<file path="config.mk">
export PLATFORM = sky130hd
export DESIGN_NAME = sensor_cmd_decoder
export DESIGN_NICKNAME = d
export VERILOG_FILES = /design/src/rtl/sdec_pkg.sv /design/src/rtl/sdec_cmd_decode.sv /design/src/rtl/sdec_regfile.sv /design/src/rtl/sdec_reply.sv /design/src/rtl/sensor_cmd_decoder.sv
export SDC_FILE = /design/constraint.sdc
export NUM_CORES = 1
export LEC_CHECK = 0
export BUFFER_PORTS_ARGS = -buffer_cell sky130_fd_sc_hd__buf_4
export CORE_AREA = 10 10 116 118
export CTS_CLUSTER_DIAMETER = 120
export CTS_CLUSTER_SIZE = 14
export DETAILED_ROUTE_END_ITERATION = 6
export DIE_AREA = 0 0 126 128
export GPL_ROUTABILITY_DRIVEN = 1
export PLACE_DENSITY = 0.67
export SLEW_MARGIN = 20
export SYNTH_ARGS = -nofsm -noshare
export SYNTH_HDL_FRONTEND = slang
export SYNTH_SLANG_ARGS = --single-unit
</file>
<file path="constraint.sdc">
create_clock -name clk -period 3.2 [get_ports clk]
set_input_delay 0.16 -clock clk [delete_from_list [all_inputs] [get_ports clk]]
set_output_delay 0.16 -clock clk [all_outputs]
set_load 0.01 [all_outputs]
</file>
<file path="src/rtl/sdec_pkg.sv">
package sdec_pkg;

  typedef enum logic [2:0] {
    ST_IDLE,
    ST_CAL,
    ST_CMD,
    ST_WDATA,
    ST_REPLY
  } dec_state_e;

  typedef enum logic [2:0] {
    K_NONE,
    K_SWRST,
    K_INIT,
    K_ADDR,
    K_CLRINT,
    K_WRITE,
    K_READ
  } cmd_kind_e;

  localparam logic [7:0] OP_SWRST  = 8'hB4;
  localparam logic [7:0] OP_INIT   = 8'h8C;
  localparam logic [7:0] OP_ADDR   = 8'h90;
  localparam logic [7:0] OP_CLRINT = 8'hA9;

  function automatic logic [15:0] reg_reset_value(input int idx);
    case (idx)
      0:       return 16'h0000;
      1:       return 16'h0200;
      2:       return 16'hF600;
      default: return 16'h3C00;
    endcase
  endfunction

endpackage

</file>
<file path="src/rtl/sdec_cmd_decode.sv">
module sdec_cmd_decode
  import sdec_pkg::*;
#(
  parameter int ID_W  = 4,
  parameter int PTR_W = 2
) (
  input  logic [ID_W+PTR_W+1:0] cmd,
  input  logic [ID_W-1:0]       my_id,
  output cmd_kind_e             kind,
  output logic [PTR_W-1:0]      ptr
);
  localparam int RW_BIT   = 0;
  localparam int PTR_LSB  = 1;
  localparam int ID_LSB   = PTR_LSB + PTR_W;
  localparam int FLAG_BIT = ID_LSB + ID_W;
  localparam int CMD_W    = FLAG_BIT + 1;
  localparam logic [ID_W-1:0] GLB_ID = ~ID_W'(1);

  logic [ID_W-1:0] id_field;
  logic            addressed;

  assign id_field  = cmd[ID_LSB +: ID_W];
  assign ptr       = cmd[PTR_LSB +: PTR_W];
  assign addressed = cmd[FLAG_BIT] ? (id_field == GLB_ID) : (id_field == my_id);

  always_comb begin
    kind = K_NONE;
    if (cmd == CMD_W'(OP_SWRST))       kind = K_SWRST;
    else if (cmd == CMD_W'(OP_INIT))   kind = K_INIT;
    else if (cmd == CMD_W'(OP_ADDR))   kind = K_ADDR;
    else if (cmd == CMD_W'(OP_CLRINT)) kind = K_CLRINT;
    else if (addressed)                kind = cmd[RW_BIT] ? K_READ : K_WRITE;
  end

endmodule

</file>
<file path="src/rtl/sdec_regfile.sv">
module sdec_regfile
  import sdec_pkg::*;
#(
  parameter int W  = 16,
  parameter int IW = 2
) (
  input  logic                      clk,
  input  logic                      rst,
  input  logic                      sw_clr,
  input  logic                      wr_en,
  input  logic [IW-1:0]             wr_idx,
  input  logic [W-1:0]              wr_data,
  input  logic                      temp_upd,
  input  logic [W-1:0]              temp_val,
  output logic [(1<<IW)-1:0][W-1:0] regs_q
);
  localparam int NREG = 1 << IW;

  logic past_ok;
  always_ff @(posedge clk) begin
    if (rst) past_ok <= 1'b0;
    else     past_ok <= 1'b1;
  end

  for (genvar i = 0; i < NREG; i++) begin : g_reg
    localparam logic [W-1:0] RV = W'(reg_reset_value(i));
    logic [W-1:0] r;
    assign regs_q[i] = r;

    if (i == 0) begin : g_ro
      always_ff @(posedge clk) begin
        if (rst || sw_clr)  r <= RV;
        else if (temp_upd)  r <= temp_val;
      end

      assert_temp_bus_ro_R4: assert property (@(posedge clk) disable iff (rst || !past_ok)
        (r != $past(r)) |-> ($past(temp_upd) || $past(sw_clr)))
        else $error("temperature register changed without an update or reset");
    end else begin : g_rw
      always_ff @(posedge clk) begin
        if (rst || sw_clr)                      r <= RV;
        else if (wr_en && wr_idx == IW'(i))     r <= wr_data;
      end
    end
  end

endmodule

</file>
<file path="src/rtl/sdec_reply.sv">
module sdec_reply #(
  parameter int DATA_W = 16,
  parameter int BYTE_W = 8
) (
  input  logic              clk,
  input  logic              rst,
  input  logic              abort,
  input  logic              start,
  input  logic [DATA_W-1:0] load_val,
  input  logic              tx_ack,
  output logic              tx_req,
  output logic [BYTE_W-1:0] tx_byte,
  output logic              done
);
  localparam int NB = DATA_W / BYTE_W;
  localparam int CW = (NB > 1) ? $clog2(NB) : 1;

  logic [DATA_W-1:0] sh;
  logic [CW-1:0]     sent;
  logic              last;
  logic              past_ok;

  assign tx_byte = sh[BYTE_W-1:0];
  assign last    = (sent == CW'(NB - 1));
  assign done    = tx_req && tx_ack && last;

  always_ff @(posedge clk) begin
    if (rst) begin
      tx_req  <= 1'b0;
      sh      <= '0;
      sent    <= '0;
      past_ok <= 1'b0;
    end else begin
      past_ok <= 1'b1;
      if (abort) begin
        tx_req <= 1'b0;
      end else if (start) begin
        tx_req <= 1'b1;
        sh     <= load_val;
        sent   <= '0;
      end else if (tx_req && tx_ack) begin
        if (last) begin
          tx_req <= 1'b0;
        end else begin
          sh   <= sh >> BYTE_W;
          sent <= sent + CW'(1);
        end
      end
    end
  end

  assert_tx_hold_R12: assert property (@(posedge clk) disable iff (rst || !past_ok)
    (tx_req && !tx_ack && !abort) |=> (tx_req && $stable(tx_byte)))
    else $error("reply byte changed while waiting for acknowledge");

endmodule

</file>
<file path="src/rtl/sensor_cmd_decoder.sv">
module sensor_cmd_decoder
  import sdec_pkg::*;
#(
  parameter int          DATA_W   = 16,
  parameter int          ID_W     = 4,
  parameter logic [7:0]  CAL_BYTE = 8'h55
) (
  input  logic              clk,
  input  logic              rst,
  input  logic              rx_sot,
  input  logic              rx_valid,
  input  logic [7:0]        rx_byte,
  input  logic [ID_W-1:0]   dev_id,
  input  logic              temp_upd,
  input  logic [DATA_W-1:0] temp_val,
  input  logic              tx_ack,
  output logic              tx_req,
  output logic [7:0]        tx_byte,
  output logic [DATA_W-1:0] temp_q,
  output logic [DATA_W-1:0] cfg_q,
  output logic [DATA_W-1:0] lo_lim_q,
  output logic [DATA_W-1:0] hi_lim_q,
  output logic              sw_reset_pulse,
  output logic              init_pulse,
  output logic              addr_assign_pulse,
  output logic              clr_int_pulse
);
  localparam int BYTE_W = 8;
  localparam int PTR_W  = 2;
  localparam int NREG   = 1 << PTR_W;
  localparam int NBYTES = DATA_W / BYTE_W;
  localparam int BCW    = (NBYTES > 1) ? $clog2(NBYTES) : 1;
  localparam int AW     = DATA_W - BYTE_W;

  dec_state_e                   st;
  cmd_kind_e                    dec_kind;
  logic [PTR_W-1:0]             dec_ptr;
  logic [PTR_W-1:0]             ptr_q;
  logic [BCW-1:0]               bcnt;
  logic [AW-1:0]                asm_q;
  logic [DATA_W-1:0]            wr_data;
  logic [NREG-1:0][DATA_W-1:0]  regs_q;
  logic                         acc, cmd_take, reg_wr, sw_clr, reply_start, reply_done;
  logic                         past_ok;

  sdec_cmd_decode #(.ID_W(ID_W), .PTR_W(PTR_W)) u_decode (
    .cmd   (rx_byte),
    .my_id (dev_id),
    .kind  (dec_kind),
    .ptr   (dec_ptr)
  );

  assign acc         = rx_valid && !rx_sot;
  assign cmd_take    = (st == ST_CMD) && acc;
  assign sw_clr      = cmd_take && (dec_kind == K_SWRST);
  assign reply_start = cmd_take && (dec_kind == K_READ);
  assign reg_wr      = (st == ST_WDATA) && acc && (bcnt == BCW'(NBYTES - 1));
  assign wr_data     = {rx_byte, asm_q};

  always_ff @(posedge clk) begin
    if (rst) begin
      st    <= ST_IDLE;
      ptr_q <= '0;
      bcnt  <= '0;
      asm_q <= '0;
    end else if (rx_sot) begin
      st <= ST_CAL;
    end else begin
      case (st)
        ST_CAL:   if (rx_valid) st <= (rx_byte == CAL_BYTE) ? ST_CMD : ST_IDLE;
        ST_CMD:   if (rx_valid) begin
                    ptr_q <= dec_ptr;
                    bcnt  <= '0;
                    case (dec_kind)
                      K_WRITE: st <= ST_WDATA;
                      K_READ:  st <= ST_REPLY;
                      default: st <= ST_IDLE;
                    endcase
                  end
        ST_WDATA: if (rx_valid) begin
                    asm_q <= wr_data[DATA_W-1:BYTE_W];
                    bcnt  <= bcnt + BCW'(1);
                    if (reg_wr) st <= ST_IDLE;
                  end
        ST_REPLY: if (reply_done) st <= ST_IDLE;
        default:  st <= ST_IDLE;
      endcase
    end
  end

  always_ff @(posedge clk) begin
    if (rst) begin
      sw_reset_pulse    <= 1'b0;
      init_pulse        <= 1'b0;
      addr_assign_pulse <= 1'b0;
      clr_int_pulse     <= 1'b0;
      past_ok           <= 1'b0;
    end else begin
      past_ok           <= 1'b1;
      sw_reset_pulse    <= sw_clr;
      init_pulse        <= cmd_take && (dec_kind == K_INIT);
      addr_assign_pulse <= cmd_take && (dec_kind == K_ADDR);
      clr_int_pulse     <= cmd_take && (dec_kind == K_CLRINT || dec_kind == K_SWRST);
    end
  end

  sdec_regfile #(.W(DATA_W), .IW(PTR_W)) u_regs (
    .clk      (clk),
    .rst      (rst),
    .sw_clr   (sw_clr),
    .wr_en    (reg_wr),
    .wr_idx   (ptr_q),
    .wr_data  (wr_data),
    .temp_upd (temp_upd),
    .temp_val (temp_val),
    .regs_q   (regs_q)
  );

  sdec_reply #(.DATA_W(DATA_W), .BYTE_W(BYTE_W)) u_reply (
    .clk      (clk),
    .rst      (rst),
    .abort    (rx_sot),
    .start    (reply_start),
    .load_val (regs_q[dec_ptr]),
    .tx_ack   (tx_ack),
    .tx_req   (tx_req),
    .tx_byte  (tx_byte),
    .done     (reply_done)
  );

  assign temp_q   = regs_q[0];
  assign cfg_q    = regs_q[1];
  assign lo_lim_q = regs_q[2];
  assign hi_lim_q = regs_q[3];

  assert_cfg_after_last_byte_R5: assert property (@(posedge clk) disable iff (rst || !past_ok)
    (cfg_q != $past(cfg_q)) |-> ($past(reg_wr) || $past(sw_clr)))
    else $error("configuration changed before the high data byte");

  assert_reply_from_cmd_R6: assert property (@(posedge clk) disable iff (rst || !past_ok)
    $rose(tx_req) |-> $past(st == ST_CMD))
    else $error("reply started outside command decoding");

  assert_swrst_with_clr_R7: assert property (@(posedge clk) disable iff (rst || !past_ok)
    sw_reset_pulse |-> (clr_int_pulse && !init_pulse && !addr_assign_pulse))
    else $error("software reset strobe without interrupt clear");

  assert_swrst_single_R7: assert property (@(posedge clk) disable iff (rst || !past_ok)
    sw_reset_pulse |=> !sw_reset_pulse)
    else $error("software reset strobe longer than one cycle");

  assert_strobe_excl_R8: assert property (@(posedge clk) disable iff (rst || !past_ok)
    $onehot0({sw_reset_pulse, init_pulse, addr_assign_pulse}))
    else $error("more than one broadcast strobe at once");

  assert_sot_restart_R11: assert property (@(posedge clk) disable iff (rst || !past_ok)
    rx_sot |=> (st == ST_CAL && !tx_req))
    else $error("start marker did not restart the transaction");

endmodule

</file>
Yosys cells after proc, flatten, opt, wreduce, memory -nomap -nowiden:

Index checks and enable logic that the tools add are counted.

* equality and inequality tests: 31
* $lt $le $gt $ge: 1
* reductions and logical operators: 29
* bitwise logic cells: 1
* add/sub/neg operators: 2
* multiplexer cells: 30

Operators by type and width (number)
* $mux 16: 4
* $bmux 16 s2: 1
* $eq 8x8->1 const B: 4
* $mux 3: 10
* $logic_and 1x1->1: 14
* $eq 3x2->1 const B: 4
* $eq 3x3->1 const B: 4
* $ne 3x3->1 const B: 4
* $pmux 3 s4: 1
* $mux 1: 10
* $ne 2x2->1 const B: 5
* $reduce_and 5->1: 2
* $reduce_and 3->1: 3
* $eq 8x7->1 const B: 1
* $eq 3x1->1 const B: 2
* $pmux 3 s2: 1
* $reduce_bool 2->1: 3
* $eq 2x2->1 const B: 2
* $eq 4x4->1: 1
* $eq 4x4->1 const B: 1
* $mux 2: 2
* $reduce_and 2->1: 2
* $reduce_and 4->1: 1
* $lt 2x3->1 const B: 1
* other kinds (9): 11

* output and inout port bits: 77
* word-level logic and storage cells: 110
* register bits: 100

Logic depth before layout (Yosys ltp):

Gate-level depths: netlist (run 1).

* word-level depth: 12
* gate-level depth with buffers: 9
* gate-level depth less buffers: 5

Modules after synthesis:

Synthesis (run 1) repeated with hierarchy kept, for this count alone.

* cell total of the unflattened synthesis: 459
* area total of the unflattened synthesis: 4951.0 um^2

By module, submodules not included
* sdec_regfile: area an instance 2762.6 um^2, times used 1, cells an instance 240
* sensor_cmd_decoder: area an instance 1169.9 um^2, times used 1, cells an instance 103
* sdec_reply: area an instance 817.0 um^2, times used 1, cells an instance 84
* sdec_cmd_decode: area an instance 201.4 um^2, times used 1, cells an instance 32

Least setup slack after synthesis (run 1):

OpenSTA, ideal clock, no wires.

* path kind: register to register
* start point: register st[0]
* end point: register u_reply.sh[0]
* arrival: 1897 ps
* stages on the path, launching flop included: 7
* data required time: 3079 ps
* library setup time: 121 ps
* period minus slack after synthesis: 2017 ps
* buffers on the path: 1
* path slack: 1183 ps
* cell sequence: dfxtp_1 clkbuf_1 nand4bb_1 nor2_1 nand2_1 a311oi_4 mux2_2

* longest elaborated chain between the ends: 5

RTL lines
* from (decl): line sensor_cmd_decoder.sv:35 `dec_state_e st;`
* from (signal assigned): line sensor_cmd_decoder.sv:70 `ST_CAL: if (rx_valid) st <= (rx_byte == CAL_BYTE) ? ST_CMD : ST_IDLE;`
* $eq 3x2->1 (*): line sensor_cmd_decoder.sv:54 `assign cmd_take = (st == ST_CMD) && acc;`
* $logic_and 1x1->1 (*): line sensor_cmd_decoder.sv:54
* $logic_and 1x1->1 (*): line sensor_cmd_decoder.sv:56 `assign reply_start = cmd_take && (dec_kind == K_READ);`
* $ne 2x2->1 (no source line) / $reduce_bool 2->1 (equally long branches)
* $reduce_and 3->1 (no source line)
* to (signal assigned): line sdec_reply.sv:39 `sh <= load_val;`
* to (signal assigned): line sdec_reply.sv:45 `sh <= sh >> BYTE_W;`
* to (decl): line sdec_reply.sv:18 `logic [DATA_W-1:0] sh;`

Mark *: on every way between the ends. The rest lies on a longest branch, timed or not.
A chain may end at the register's enable or synchronous reset.

Worst setup path after layout (run 1):

* start point: register st[0]
* end point: register u_reply.sh[5]

Same word-level chain as after synthesis.

==> flow_summary.ini, run 1 <==
[logic_synthesis]
yosysTopAreaCell = dfxtp_1
synth.top_cell.area_share_pct = 43.7
syn_area_per_cell_um2 = 9.76
netlist_area_mm2 = 0.00459
postSynthNetCount = 504
ys.flop_type = dfxtp_1
async_flop_share_pct = 0
yosys_warnings = 0
postSynthCellCount = 470
synth_edf_count = 0
synth_cell_types = 48
ys_seq_elements = 100
synth_area_leaders = dfxtp_1 44%, mux2i_1 14%, mux4_2 7.9%
synth_seq_area_share_pct = 43.7

[setup_path]
ff2ff_setup_slack_ns = 0.98
endpoint_kind = register
required_ns = 3.44
max_stage_delay_ns = 0.39
regToRegStartpoint = st[0]$_SDFFE_PP0P_
worstRegToRegCells = 6
crit_arrival_ns = 2.46
crit_fanout = 18
startpoint_type = register
critPathSlowestCell = dfxtp_1
crit_path_cell_trace = nand4bb_1, nor2_1, nand2_1, a311oi_4, buf_4, mux2_2
crit_buf_inv = 1
critical_path_cell_count = 6
cp_top_family = simple AND/OR/NAND/NOR gates
path_class = register to register
worstReg2RegEnd = u_reply.sh[5]$_SDFFE_PP0P_

[grt]
met3_usage_pct = 4.30
grt_usage_pct = 16.0
grt_util_met2_pct = 27.6
gr-max-usage-layer = met2
grt_max_degree = 52
grt_pass1_wl_um = 20800
grt_pass1_vias = 3808
use_met1_pct = 19.1
grt-ovfl-total = 0
antenna_found_initial = 0

[timing]
grt_setup_unrepaired = false
max_clock_freq_mhz = 451
report.final.setup_viol = 0
slew_violations = 0
hold_ws_ns = 0.0497
setup_tns_ns = 0
relSlewSlack_pct = 55.3
fin_crit_sh_pct = 69.4
layout_min_cycle_time_ns = 2.22
hold_viol_final = 0
tightestPinTransition_ns = 0.670
fin_skew_ns = 0.00472

[finish]
num_antenna_cells = 0
multi_input_comb_area_mm2 = 0.00234
synthToLayoutAreaGrowth_pct = 25.6
fin_nets = 590
drive_gt1_share_pct = 31.0
ff_latch_area_mm2 = 0.00200
fillers = 1054

[placed_design]
dp_hpwl_um = 9850
io_buffers = 110
gp_congestion = 0.849

[run_status]
status = finished clean

[clocking]
insertion_delay_ns = 0.35
cts_buffers = 9
cts_resized = 0
postCtsHoldBufs = 0
postCtsSetupBuffers = 0
clkTransAtPathRegs_ns = 0.07
clk_path_buf_depth = 2
htreeDepth = 3
cts_sinks = 100
cts_root_buf = clkbuf_16
cts_tree = done

[power]
powerDensity_mw_per_mm2 = 453
cellLeakagePower_nw = 2.37
ir_drop_v = 0.000323

[route]
ant_nets = 0
dr.pass1.iters = 5
drc = 0
finalWirelength_um = 13500
viasPerCell = 5.35
wire_per_inst_um = 19.2
drt-initial-drc-count = 310
routed-via-count = 3765

[worst_hold_path]
hold-path-cell-count = 3
holdCritPathClass = input port to register
min_to = u_regs.g_reg[0].r[6]$_SDFFE_PP0P_
holdCritStartpoint = temp_val[6]

[floorplan]
core_area_mm2 = 0.0112
num_rows = 39
pin_count = 111
fp.dieW_um = 126
start_util_pct = 40.9
die-area_mm2 = 0.0161
fp.dieH_um = 128

[run]
cap_violations = 0
[routing by layer]
| metal | share of wire, % | up-vias |
|---|---|---|
| li1 | - | 1811 |
| met1 | 43 | 1839 |
| met2 | 50 | 100 |
| met3 | 5.5 | 15 |
| met4 | 1.5 | 0 |
| met5 | 0 | - |
[sequential cells by signal, indices dropped and copies added, names as in the netlist]
signal	flops
asm_q	8
u_regs.g.r	64
bcnt	1
addr_assign_pulse	1
init_pulse	1
u_reply.last	1
ptr_q	2
st	3
u_reply.tx_req	1
sw_reset_pulse	1
u_reply.sh	16
clr_int_pulse	1
[power breakdown]
group	switching [mW]	total (mW)	internal [mW]
clock	0.470	1.16	0.685
combinational	0.0982	0.186	0.0876
sequential	0.0122	1.27	1.26
[cell usage in the layout, fill, tap and decap left out, types with 4 or more instances in the layout]
master     Yosys  final
mux2i_1       66     66
nor2b_1       12     12
inv_1          4      4
a21oi_1       23     23
or3b_2         8      8
dfxtp_1      100    100
mux2_2         9      9
mux4_2        16     16
buf_4          9    121
clkbuf_16      0      9
o21ai_0       20     20
nand3_1       10     10
nand2_1       42     42
nor2_1        61     61
nand2b_1      10     10
[area by class of cell]
class | instances | area share (%)
inverters | 4 | 0.261
clock buffers | 10 | 3.97
clock inverters | 6 | 1.54
multi-input cells | 320 | 40.6
well taps | 143 | 3.11
flip-flops and latches | 100 | 34.7
repair buffers | 121 | 15.8
[kinds of logic (layout without fill, tap and decap cells)]
group	count (synthesis)	count (layout)	synth area share, %
and+or+nand+nor	169	169	18.4
DFF	100	100	43.7
muxes	91	91	24.5
AOI/OAI and AO/OA	58	58	7.72
buffers and inverters	50	141	5.32
xor gates and xnor gates	2	2	0.382
[worst max path at each step]
stage                             from                    endpoint  slack, ns
floorplan           st[0]$_SDFFE_PP0P_  u_reply.sh[0]$_SDFFE_PP0P_       1.18
global placement            rx_byte[3]  u_reply.sh[4]$_SDFFE_PP0P_       0.97
detailed placement          rx_byte[3]  u_reply.sh[5]$_SDFFE_PP0P_       0.94
CTS                 st[0]$_SDFFE_PP0P_  u_reply.sh[5]$_SDFFE_PP0P_       1.01
global route        st[0]$_SDFFE_PP0P_  u_reply.sh[5]$_SDFFE_PP0P_       0.87
finish              st[0]$_SDFFE_PP0P_  u_reply.sh[5]$_SDFFE_PP0P_       0.98
[worst register-to-register path: cells and delay by family (launching register included)]
kind	cells	cell delay, ns
AO/OA/AOI/OAI	1	0.28
multiplexers	1	0.38
buffers and inverters	1	0.33
AND/OR/NAND/NOR	3	0.73
flip-flops	1	0.39
[synthesized netlist by cell type, types with 3 or more instances]
master / number
a21oi_1: 23
buf_1: 4
buf_2: 6
buf_4: 9
clkbuf_1: 25
dfxtp_1: 100
inv_1: 4
mux2_2: 9
mux2i_1: 66
mux4_2: 16
nand2_1: 42
nand2b_1: 10
nand3_1: 10
nand4_1: 3
nor2_1: 61
nor2b_1: 12
nor3b_1: 3
nor4b_1: 3
o21ai_0: 20
or3b_2: 8
or4_1: 3
[stage by stage]
step	cell area (µm²)	worst slack, ns	util (%)	cells	total power, mW
after detailed placement	5440	0.939	48.5	688	1.48
after CTS	5760	1.01	51.3	704	2.63
final	5760	0.981	51.3	704	2.61
after global routing	5760	0.866	51.3	704	2.69
after global placement	5440	0.969	48.5	688	1.48
after floorplan	4590	1.18	-	470	1.40
No activity file was read; power rests on OpenSTA's default activity.
==> run 2, diff against run 1 <==
==> constraint.sdc (replaced) <==
create_clock -name clk -period 2.3 [get_ports clk]
set_input_delay 0.115 -clock clk [delete_from_list [all_inputs] [get_ports clk]]
set_output_delay 0.115 -clock clk [all_outputs]
set_load 0.01 [all_outputs]
==> run 2 against run 1 <==
Global-route usage rose by 0.23 points; clock skew rose by 0.00059 ns; sequential power rose by 39%; hold slack got worse by 0.047 ns; maximum frequency rose by 13%; utilization rose by 0.18 points; sequential cell count did not move; via count rose by 2.0%; critical path type unchanged.
==> flow_summary.ini, run 2 (synthesis gave the netlist of run 1 again) <==
[placed_design]
dp.cells = 693
dp_hpwl_um = 10000
io_buffers = 110
gp_congestion = 0.843
dp_slack_ns = 0.179

[worst_hold_path]
holdCritStartpoint = temp_val[4]
hold-path-cell-count = 3
holdCritPathClass = input port to register
min_to = u_regs.g_reg[0].r[4]$_SDFFE_PP0P_

[finish]
fin_nets = 595
num_antenna_cells = 0
instances_no_fill = 709
fillers = 1043
multi_input_comb_area_mm2 = 0.00234
ff_latch_area_mm2 = 0.00200
final_common_cell = buf_4
synthToLayoutAreaGrowth_pct = 26.1
top_register = u_regs.g.r
top_regs = u_regs.g.r x64, u_reply.sh x16, asm_q x8
post-route-util_pct = 51.5
largest_register_ffs = 64
layout_common_cells = 125 x buf_4, 100 x dfxtp_1, 66 x mux2i_1, 61 x nor2_1, 42 x nand2_1
drive_gt1_share_pct = 31.8

[floorplan]
fp.dieW_um = 126
fp.dieH_um = 128
num_rows = 39
core_area_mm2 = 0.0112
start_util_pct = 40.9
pin_count = 111
die-area_mm2 = 0.0161

[setup_path]
required_ns = 2.53
worstRegToRegCells = 6
crit_fanout = 18
crit_arrival_ns = 2.19
ff2ff_setup_slack_ns = 0.34
startpoint_type = register
endpoint_kind = register
worstReg2RegEnd = u_reply.sh[5]$_SDFFE_PP0P_
path_class = register to register
regToRegStartpoint = st[0]$_SDFFE_PP0P_

[clocking]
htreeDepth = 3
insertion_delay_ns = 0.34
cts_resized = 0
cts_sinks = 100
postCtsHoldBufs = 0
clk_path_buf_depth = 2
cts_buffers = 9
cts_tree = done
postCtsSetupBuffers = 0
cts_root_buf = clkbuf_16
clkTransAtPathRegs_ns = 0.07

[power]
powerDensity_mw_per_mm2 = 602
cellLeakagePower_nw = 2.39
ir_drop_v = 0.000338

[grt]
grt_pass1_vias = 3755
grt_pass1_wl_um = 21200
grt_max_degree = 52
antenna_found_initial = 0
grt_usage_pct = 16.2
grt-ovfl-total = 0

[route]
dr.pass1.iters = 4
finalWirelength_um = 13500
drt-initial-drc-count = 286
wl_met2_um = 6730
ant_nets = 0
wire_per_inst_um = 19.0
drc = 0
met1Wirelength_um = 5740
routed-via-count = 3841
viasPerCell = 5.42
wl_met3_um = 804
top_layer = met4

[timing]
max_clock_freq_mhz = 511
slew_violations = 0
setup_tns_ns = 0
worst_slack_ns = 0.342
hold_viol_final = 0
relSlewSlack_pct = 59.3
tightestPinTransition_ns = 0.609
report.final.setup_viol = 0
fin_skew_ns = 0.00530
fin_crit_sh_pct = 85.1
grt_setup_unrepaired = false
layout_min_cycle_time_ns = 1.96

[run_status]
status = finished clean

[run]
cap_violations = 0
==> run 2: cell types whose count changed in the layout (fill, tap and decap cells not counted), sizes merged <==
cell and delta:
clkbuf +1, clkinvlp -1, inv +1, bufinv -2
clkinv +1, buf +5
==> run 2: worst max path at each step <==
stage	cells past startpoint	slack [ns]	from	end
floorplan	6	0.28	st[0]$_SDFFE_PP0P_	u_reply.sh[0]$_SDFFE_PP0P_
global placement	7	0.20	rx_byte[3]	u_reply.sh[0]$_SDFFE_PP0P_
detailed placement	7	0.18	rx_byte[3]	u_reply.sh[5]$_SDFFE_PP0P_
CTS	6	0.35	st[0]$_SDFFE_PP0P_	u_reply.sh[5]$_SDFFE_PP0P_
global route	6	0.24	st[0]$_SDFFE_PP0P_	u_reply.sh[5]$_SDFFE_PP0P_
finish	6	0.34	st[0]$_SDFFE_PP0P_	u_reply.sh[5]$_SDFFE_PP0P_
==> run 2: report_power, final <==
part	internal, mW	leakage, nW	switching, mW
registers	1.75	0.809	0.0170
logic	0.124	1.44	0.134
clock network	0.795	0.142	0.661
total	2.67	2.39	0.813
==> run 2: per-stage QoR <==
step / total power [mW] / area (µm²) / hold slack, ns
6_report: 3.48 / 5780 / 0.00289
5_1_grt: 3.60 / 5780 / 0.0126
4_1_cts: 3.51 / 5780 / 0.00122
3_5_place_dp: 2.07 / 5490 / 0.357
3_3_place_gp: 2.06 / 5490 / 0.350
2_1_floorplan: 1.95 / 4590 / 0.262
==> run 2: worst max-delay path, stage by stage, from the launching register on <==
cell       delay, ns
dfxtp_1         0.39
nand4bb_1       0.28
nor2_1          0.16
nand2_1         0.10
a311oi_4        0.33
buf_12          0.21
mux2_2          0.35
==> run 2: final cells by class <==
cell class / count / area share (%)
clock buffer: 11 / 4.37
multi-input combinational: 320 / 40.5
sequential: 100 / 34.6
timing repair buffer: 126 / 16.6
tap: 143 / 3.09
inverter: 4 / 0.260
clock inverter: 5 / 0.606
==> run 2: metal layers <==
layer,vias up,GRT usage [%]
li1,1825,-
met1,1888,20.4
met2,110,26.7
met3,18,3.85
met4,0,5.49
met5,-,0
